**src/rtl/fpx_pkg.sv**
```systemverilog
package fpx_pkg;

    localparam int EXC_W    = 5;
    localparam int FTT_W    = 3;
    localparam int STATUS_W = 32;

    // Field positions inside the packed status word
    localparam int CEXC_LSB = 0;
    localparam int AEXC_LSB = CEXC_LSB + EXC_W;
    localparam int FTT_LSB  = 14;
    localparam int TEM_LSB  = 23;

    // Exception bit positions within every 5-bit field
    localparam int EXC_NX = 0;  // inexact
    localparam int EXC_DZ = 1;  // divide by zero
    localparam int EXC_UF = 2;  // underflow
    localparam int EXC_OF = 3;  // overflow
    localparam int EXC_NV = 4;  // invalid

    localparam logic [FTT_W-1:0] FTT_IEEE = 3'd1;

    typedef logic [EXC_W-1:0] exc_t;

    typedef struct packed {
        exc_t              tem;
        exc_t              cexc;
        exc_t              aexc;
        logic [FTT_W-1:0]  ftt;
    } exc_state_t;

    typedef enum logic [1:0] {
        OUT_CLEAN   = 2'd0,
        OUT_FLAGGED = 2'd1,
        OUT_TRAP    = 2'd2
    } outcome_e;

    function automatic outcome_e classify(exc_t raised, exc_t mask);
        if (raised == '0)
            return OUT_CLEAN;
        else if ((raised & mask) != '0)
            return OUT_TRAP;
        else
            return OUT_FLAGGED;
    endfunction

endpackage

```
**src/rtl/fpx_exc_fields.sv**
```systemverilog
module fpx_exc_fields
    import fpx_pkg::*;
(
    input  logic       clk,
    input  logic       rst_n,
    input  logic       op_done,
    input  exc_t       op_exc,
    input  logic       tem_wr_en,
    input  exc_t       tem_wr_data,
    output logic       trap_req,
    output exc_state_t state_o
);

    exc_state_t st_d;
    exc_state_t st_q;
    outcome_e   kind;

    always_comb begin
        st_d     = st_q;
        kind     = classify(op_exc, st_q.tem);
        trap_req = op_done && (kind == OUT_TRAP);

        if (op_done) begin
            case (kind)
                OUT_CLEAN: begin
                    st_d.cexc = '0;
                end
                OUT_FLAGGED: begin
                    st_d.cexc = op_exc;
                    st_d.aexc = st_q.aexc | op_exc;
                end
                OUT_TRAP: begin
                    st_d.cexc = op_exc;
                    st_d.ftt  = FTT_IEEE;
                end
                default: begin
                    st_d = st_q;
                end
            endcase
        end

        // the mask write lands after the decision above used the old mask
        if (tem_wr_en) begin
            st_d.tem = tem_wr_data;
        end
    end

    always_ff @(posedge clk) begin
        if (!rst_n) begin
            st_q <= '0;
        end else begin
            st_q <= st_d;
        end
    end

    assign state_o = st_q;

endmodule

```
**src/rtl/fpx_pc_seq.sv**
```systemverilog
module fpx_pc_seq #(
    parameter int              PC_W       = 32,
    parameter int              INSN_BYTES = 4,
    parameter logic [PC_W-1:0] RESET_PC   = 'h100
) (
    input  logic            clk,
    input  logic            rst_n,
    input  logic            step,
    output logic [PC_W-1:0] pc_o,
    output logic [PC_W-1:0] npc_o
);

    localparam logic [PC_W-1:0] STRIDE    = PC_W'(INSN_BYTES);
    localparam logic [PC_W-1:0] RESET_NPC = RESET_PC + STRIDE;

    typedef struct packed {
        logic [PC_W-1:0] pc;
        logic [PC_W-1:0] npc;
    } pc_state_t;

    pc_state_t pcs_d;
    pc_state_t pcs_q;

    always_comb begin
        pcs_d = pcs_q;
        if (step) begin
            pcs_d.pc  = pcs_q.npc;
            pcs_d.npc = pcs_q.npc + STRIDE;
        end
    end

    always_ff @(posedge clk) begin
        if (!rst_n) begin
            pcs_q.pc  <= RESET_PC;
            pcs_q.npc <= RESET_NPC;
        end else begin
            pcs_q <= pcs_d;
        end
    end

    assign pc_o  = pcs_q.pc;
    assign npc_o = pcs_q.npc;

endmodule

```
**src/rtl/fpx_dirty_track.sv**
```systemverilog
module fpx_dirty_track #(
    parameter int RD_W = 6
) (
    input  logic            clk,
    input  logic            rst_n,
    input  logic            mark,
    input  logic            op_dbl,
    input  logic [RD_W-1:0] op_rd,
    output logic [1:0]      dirty_o
);

    localparam int              NUM_HALVES = 2;
    localparam logic [RD_W-1:0] UPPER_BASE = RD_W'(1 << (RD_W - 1));

    logic                  upper_sel;
    logic [NUM_HALVES-1:0] set_vec;
    logic [NUM_HALVES-1:0] dirty_d;
    logic [NUM_HALVES-1:0] dirty_q;

    // singles always live in the lower half; only doubles reach the upper
    assign upper_sel = op_dbl && (op_rd >= UPPER_BASE);

    for (genvar h = 0; h < NUM_HALVES; h++) begin : g_half
        if (h == 0) begin : g_lo
            assign set_vec[h] = mark && !upper_sel;
        end else begin : g_hi
            assign set_vec[h] = mark && upper_sel;
        end
    end

    always_comb begin
        dirty_d = dirty_q | set_vec;
    end

    always_ff @(posedge clk) begin
        if (!rst_n) begin
            dirty_q <= '0;
        end else begin
            dirty_q <= dirty_d;
        end
    end

    assign dirty_o = dirty_q;

endmodule

```
**src/rtl/fpx_status_unit.sv**
```systemverilog
module fpx_status_unit
    import fpx_pkg::*;
#(
    parameter int              PC_W       = 32,
    parameter int              INSN_BYTES = 4,
    parameter logic [PC_W-1:0] RESET_PC   = 'h100,
    parameter int              RD_W       = 6
) (
    input  logic                clk,
    input  logic                rst_n,
    input  logic                op_done,
    input  logic [EXC_W-1:0]    op_exc,
    input  logic                op_writes,
    input  logic                op_dbl,
    input  logic [RD_W-1:0]     op_rd,
    input  logic                tem_wr_en,
    input  logic [EXC_W-1:0]    tem_wr_data,
    output logic                trap_req,
    output logic [STATUS_W-1:0] status_word,
    output logic [PC_W-1:0]     pc_o,
    output logic [PC_W-1:0]     npc_o,
    output logic [1:0]          dirty_o
);

    exc_state_t exc_st;
    logic       advance;
    logic       mark_dirty;

    fpx_exc_fields u_exc (
        .clk         (clk),
        .rst_n       (rst_n),
        .op_done     (op_done),
        .op_exc      (op_exc),
        .tem_wr_en   (tem_wr_en),
        .tem_wr_data (tem_wr_data),
        .trap_req    (trap_req),
        .state_o     (exc_st)
    );

    assign advance    = op_done && !trap_req;
    assign mark_dirty = advance && op_writes;

    fpx_pc_seq #(
        .PC_W       (PC_W),
        .INSN_BYTES (INSN_BYTES),
        .RESET_PC   (RESET_PC)
    ) u_pc (
        .clk   (clk),
        .rst_n (rst_n),
        .step  (advance),
        .pc_o  (pc_o),
        .npc_o (npc_o)
    );

    fpx_dirty_track #(
        .RD_W (RD_W)
    ) u_dirty (
        .clk     (clk),
        .rst_n   (rst_n),
        .mark    (mark_dirty),
        .op_dbl  (op_dbl),
        .op_rd   (op_rd),
        .dirty_o (dirty_o)
    );

    always_comb begin
        status_word                         = '0;
        status_word[CEXC_LSB +: EXC_W]      = exc_st.cexc;
        status_word[AEXC_LSB +: EXC_W]      = exc_st.aexc;
        status_word[FTT_LSB  +: FTT_W]      = exc_st.ftt;
        status_word[TEM_LSB  +: EXC_W]      = exc_st.tem;
    end

endmodule

```
**config.mk**
```make
export PLATFORM = sky130hd
export DESIGN_NAME = fpx_status_unit
export DESIGN_NICKNAME = d
export VERILOG_FILES = /design/src/rtl/fpx_pkg.sv /design/src/rtl/fpx_exc_fields.sv /design/src/rtl/fpx_pc_seq.sv /design/src/rtl/fpx_dirty_track.sv /design/src/rtl/fpx_status_unit.sv
export SDC_FILE = /design/constraint.sdc
export NUM_CORES = 1
export LEC_CHECK = 0
export ABC_AREA = 1
export CORE_MARGIN = 2
export CORE_UTILIZATION = 45
export DETAILED_ROUTE_END_ITERATION = 12
export PLACE_DENSITY = 0.87
export SLEW_MARGIN = 10
export SYNTH_ARGS = -nofsm -noshare
export SYNTH_HDL_FRONTEND = slang
export SYNTH_SLANG_ARGS = --single-unit
```
**constraint.sdc**
```tcl
create_clock -name clk -period 2 [get_ports clk]
set_input_delay 0.4 -clock clk [delete_from_list [all_inputs] [get_ports clk]]
set_output_delay 0.4 -clock clk [all_outputs]
set_load 0.05 [all_outputs]
```
# Word-level counts from Yosys, hierarchy flattened
# Cells that the tools add are included.
dict set report word_totals {
  regBits 82
  output_inout_bits 99
  wordCells 34
}
dict set report classes {
  n_addsub 1
  magnitude_cmp 1
  eq_ne 2
  mux 4
  bitwise_logic 3
  reduce_logical 16
}
# cell count
set op_table {}
lappend op_table {{$add A32 B3 Y32 const B} 1}
lappend op_table {{$pmux W5 S2} 1}
lappend op_table {{$ge A6 B6 Y1 const B} 1}
lappend op_table {{$logic_and A1 B1 Y1} 6}
lappend op_table {{$reduce_and A2 Y1} 3}
lappend op_table {{$and A5 B5 Y5} 1}
lappend op_table {{$logic_not A5 Y1} 1}
lappend op_table {{$mux W5} 1}
lappend op_table {{$or A5 B5 Y5} 1}
lappend op_table {{$reduce_bool A5 Y1} 1}
lappend op_table {{$mux W2} 2}
lappend op_table {{$eq A2 B1 Y1 const B} 1}
lappend op_table {{$eq A2 B2 Y1 const B} 1}
lappend op_table {{$logic_not A1 Y1} 2}
lappend op_table {{$logic_not A2 Y1} 1}
lappend op_table {{$or A2 B2 Y2} 1}
lappend op_table {{$reduce_bool A2 Y1} 1}
lappend op_table {{$reduce_or A2 Y1} 1}

# Logic depth before layout (Yosys ltp)
dict set report depth {
  word_depth 11
  ltp_mapped 9
  depth_no_buf 9
}

# Cells and area by module
# A second synthesis with hierarchy kept.
dict set report hier_totals {
  hier_cells 521
  area_unflattened_um2 3653.5
}
# module n_inst cells_each area_per_inst_um2 seq_area_each_um2
set modules_own_cells {}
lappend modules_own_cells {fpx_pc_seq 1 403 2773.9 1201.2}
lappend modules_own_cells {fpx_exc_fields 1 88 673.1 320.3}
lappend modules_own_cells {fpx_status_unit 1 20 132.6 0.0}
lappend modules_own_cells {fpx_dirty_track 1 10 73.8 40.0}

# Worst setup path after synthesis
# OpenSTA, ideal clock, no wires.
dict set report synth_path {
  kind {reg-to-output}
  from {reg u_exc.st_q, in the netlist u_exc.state_o[15]}
  to {out trap_req}
  arrival_ps 1633
  required_time_ps 1600
  slack_ps -33
  stages_incl_launch_ff 5
  n_path_buf 0
  cell_sequence {dfxtp_1 > nand2_1 > nand3_1 > nor2_4 > nor2_1}
}
dict set report synth_via {
  elab_chain_len 6
}
# item line
set synth_rtl {}
lappend synth_rtl {{start, declared} fpx_exc_fields.sv:15} ;# exc_state_t st_q;
lappend synth_rtl {{start signal, assigned} fpx_exc_fields.sv:52} ;# st_q <= st_d;
lappend synth_rtl {{$and A5 B5 Y5} fpx_pkg.sv:40} ;# else if ((raised & mask) != '0)
lappend synth_rtl {{$reduce_bool A5 Y1} fpx_pkg.sv:40}
lappend synth_rtl {{$mux W2} fpx_pkg.sv:40}
lappend synth_rtl {{$mux W2} fpx_pkg.sv:38} ;# if (raised == '0)
lappend synth_rtl {{$eq A2 B2 Y1} fpx_exc_fields.sv:21} ;# trap_req = op_done && (kind == OUT_TRAP);
lappend synth_rtl {{$logic_and A1 B1 Y1} fpx_exc_fields.sv:21}
lappend synth_rtl {{end, declared} fpx_status_unit.sv:18} ;# output logic trap_req,
# No other way between the ends.

# Worst setup path in the final report
dict set report layout_path {
  from {reg u_exc.st_q, in the netlist u_exc.state_o[16]}
  to {out status_word[26]}
}
# item line
set layout_lines {}
lappend layout_lines {{end, declared} fpx_status_unit.sv:19} ;# output logic [STATUS_W-1:0] status_word,
# No word-level cell between the ends.

==> results.yml <==
floorplan:
  die_w_um: 92.5
  start_util_pct: 46.1
  die_area_sq_um: 8560
  coreArea_sq_um: 7650
  rows: 32
  io_pins: 121
  die_y_um: 92.5
timing:
  layout_min_cycle_time_ns: 1.96
  hold_viol: 0
  rsz0062_at_grt: "false"
  min_period_over_period_pct: 98.0
  tightest_slew_ns: 0.540
  setup_viol: 0
  relSlewSlack_pct: 63.9
  maxSlewViolCount: 0
  fmax_mhz: 510
  fin_skew_ns: 0.00634
clock_network:
  root_buffer: "clkbuf_8"
  tritoncts: "built"
  numCtsBuffers: 9
  clk_pin_slew_worst_paths_ns: 0.08
  cts_hold_buf: 0
  insertion_delay_ns: 0.35
  cts_setup_buffers: 0
  clk_path_buf_depth: 2
  cts.sinks: 78
  htreeDepth: 3
drt:
  drtAntennaViolNets: 0
  drtPass1Iterations: 5
  drc: 0
  drtIter0Drc: 246
  viasPerCell: 5.02
  totalWireLength_mm: 9.40
  routedWlPerCell_um: 12.9
  vias: 3662
grt:
  overflow: 0
  grt_max_degree: 34
  grt_pass1_wl_mm: 15.8
  grt_pass1_vias: 3477
  track_usage_pct: 22.8
  antenna_found_initial: 0
worst_setup_path:
  startpoint: "u_exc.state_o[16]"
  crit_cells: 1
  crit_path_end_kind: "primary output"
  worst_r2r_endpoint: "u_pc.npc_o[30]"
  critPathMaxStageDelay_ns: 0.83
  start_kind: "flop"
  rrSetupSlack_ns: 0.20
  path_buf_inv: 1
  critical_path.top_delay_family: "buffers and inverters"
  crit_slowest_cell: "clkdlybuf4s50_1"
  rr_worst_depth: 9
  path_cells: "clkdlybuf4s50_1"
  cp.required_ns: 1.60
  r2r_start: "u_pc.npc_o[2]"
  crit_type: "reg2out"
  worstPathMaxFanout: 3
  crit_arrival_ns: 1.56
layout:
  design_area_sq_um: 4890
  post-route-util_pct: 64.0
  area_delta_synth_final_pct: 38.7
  nFillCells: 647
  drive_gt1_share_pct: 13.7
  final_nets: 647
  diodes: 0
synth:
  synth_cell_types: 26
  synth_top_area_cell: "dfxtp_1"
  synth_top_cells_by_area: "dfxtp_1 44%, nand2_1 14%, a21oi_1 7.7%, nor2_1 7.3%, nand3_1 4.8%"
  syn_inst: 508
  avgSynthCellArea_sq_um: 6.94
  yosysWarnings: 0
  synth_top_area_share_pct: 44.3
  synthesis.area_sq_um: 3530
  synth_seq_cells: 78
  ys_seq_area_share_pct: 44.3
place:
  io_buffers: 95
  hpwl_mm: 6.77
  gp_congestion: 0.938
  post_dp_cell_area_sq_um: 4660
pwr:
  powerDensity_nw_per_um2: 751
  leakagePower_nw: 2.03
  total_power_w: 0.00367
  ir_drop_v: 0.000413
job:
  max-cap-violations: 0
min_path:
  hp-class: "reg2reg"
  hold_start: "u_dirty.dirty_o[1]"
  whs_path_depth: 2
  holdPathEnd: "u_dirty.dirty_o[1]"
status:
  status: "completed"
## cells in the final DEF (no fill, tap or decap), drive strengths merged, types with 2 or more instances in the layout
master / count
clkinv: 2
clkdlybuf4s50: 65
buf: 58
nor2: 76
xnor2: 2
clkbuf: 11
dfxtp: 78
nand3b: 2
a21oi: 54
dlymetal6s2s: 2
o21ai: 22
nand3: 35
conb: 20
nand4: 14
xor2: 2
bufinv: 2
dlygate4sd2: 2
nand2: 131
inv: 45
## worst max-delay path by stage
stage	endpoint	slack, ns
after global routing	status_word[24]	0.007
after global placement	u_pc.npc_o[31]	-0.004
after floorplan	u_pc.npc_o[22]	0.14
final	status_word[26]	0.04
after detailed placement	u_pc.npc_o[23]	-0.05
after CTS	npc_o[24]	0.01
## cell type report
cell class	instances	area [sq um]	area share [%]
Tap cell	102	128	2.61
Inverter	45	169	3.45
Clock inverter	4	70.1	1.43
Timing Repair Buffer	127	1180	24.1
Clock buffer	11	151	3.10
Sequential cell	78	1560	31.9
Multi-Input combinational cell	363	1630	33.4
## layer usage
metal  wire length, um  track usage (%)  vias to the layer above
li1                  -                -                     1813
met1              3920             26.9                     1654
met2              4580             38.4                      162
met3               579             4.07                       33
met4               320             13.9                        0
met5                 0                0                        -
## timing repair
| item | in CTS | in global routing |
|---|---|---|
| hold endpoints to repair | 0 | 0 |
| endpoints found under the setup margin | 2 | 3 |
| gates resized for setup | 2 | 4 |
## cells in the mapped netlist
cell and n:
nand2_1 131, dfxtp_1 78, nor2_1 69, a21oi_1 54
inv_1 44, nand3_1 34, o21ai_0 22, buf_4 21
nand4_1 14, buf_2 8, clkbuf_1 7, nor2_2 6
buf_1 4, nand3b_1 2, xnor2_1 2, xor2_1 2
and3_1 1, buf_6 1, conb_1 1, ha_1 1
inv_2 1, nand3_2 1, nor2_4 1, nor3_2 1
o211ai_1 1, o21bai_1 1
## metrics by stage
stage | TNS [ns] | hold slack, ns | cells | worst slack, ns
5_1_grt | 0 | 0.472 | 730 | 0.00689
3_5_place_dp | -0.453 | 0.442 | 715 | -0.0517
2_1_floorplan | 0 | 0.535 | 527 | 0.137
6_report | 0 | 0.450 | 730 | 0.0406
3_3_place_gp | -0.00369 | 0.442 | 715 | -0.00369
4_1_cts | 0 | 0.453 | 730 | 0.0102
## worst register-to-register path, cell delays in order (launching register included)
cell,delay (ns)
dfxtp_1,0.42
ha_1,0.22
inv_1,0.06
nor2_2,0.19
nand3_1,0.20
nor2_2,0.32
nand3_1,0.12
nand2_1,0.07
inv_1,0.03
nor2_1,0.10
## cell families (layout without fill, tap and decap cells)
group                    count (synthesis)  after routing  synth area share (%)
AO/OA/AOI/OAI                           78             78                  11.2
XOR/XNOR                                 4              4                 0.994
adder cells (fa/ha/maj)                  1              1                 0.355
buffers and inverters                   86            187                  11.9
flip-flops                              78             78                  44.3
other                                    1             20                 0.106
AND/OR/NAND/NOR                        260            260                  31.2
## power breakdown
part	total [W]	switching [W]	leakage, nW	internal (W)
Combinational	0.000718	0.000479	1.28	0.000239
Sequential	0.00164	0.0000373	0.635	0.00161
Clock	0.00131	0.000553	0.115	0.000760
## state kept, by name, summed over array words and instances, names as in the netlist
signal and cells:
u_pc.npc_o 30, u_pc.pc_o 30, u_exc.state_o 16, u_dirty.dirty_o 2
Note: power is estimated with default switching activity, not from simulation.
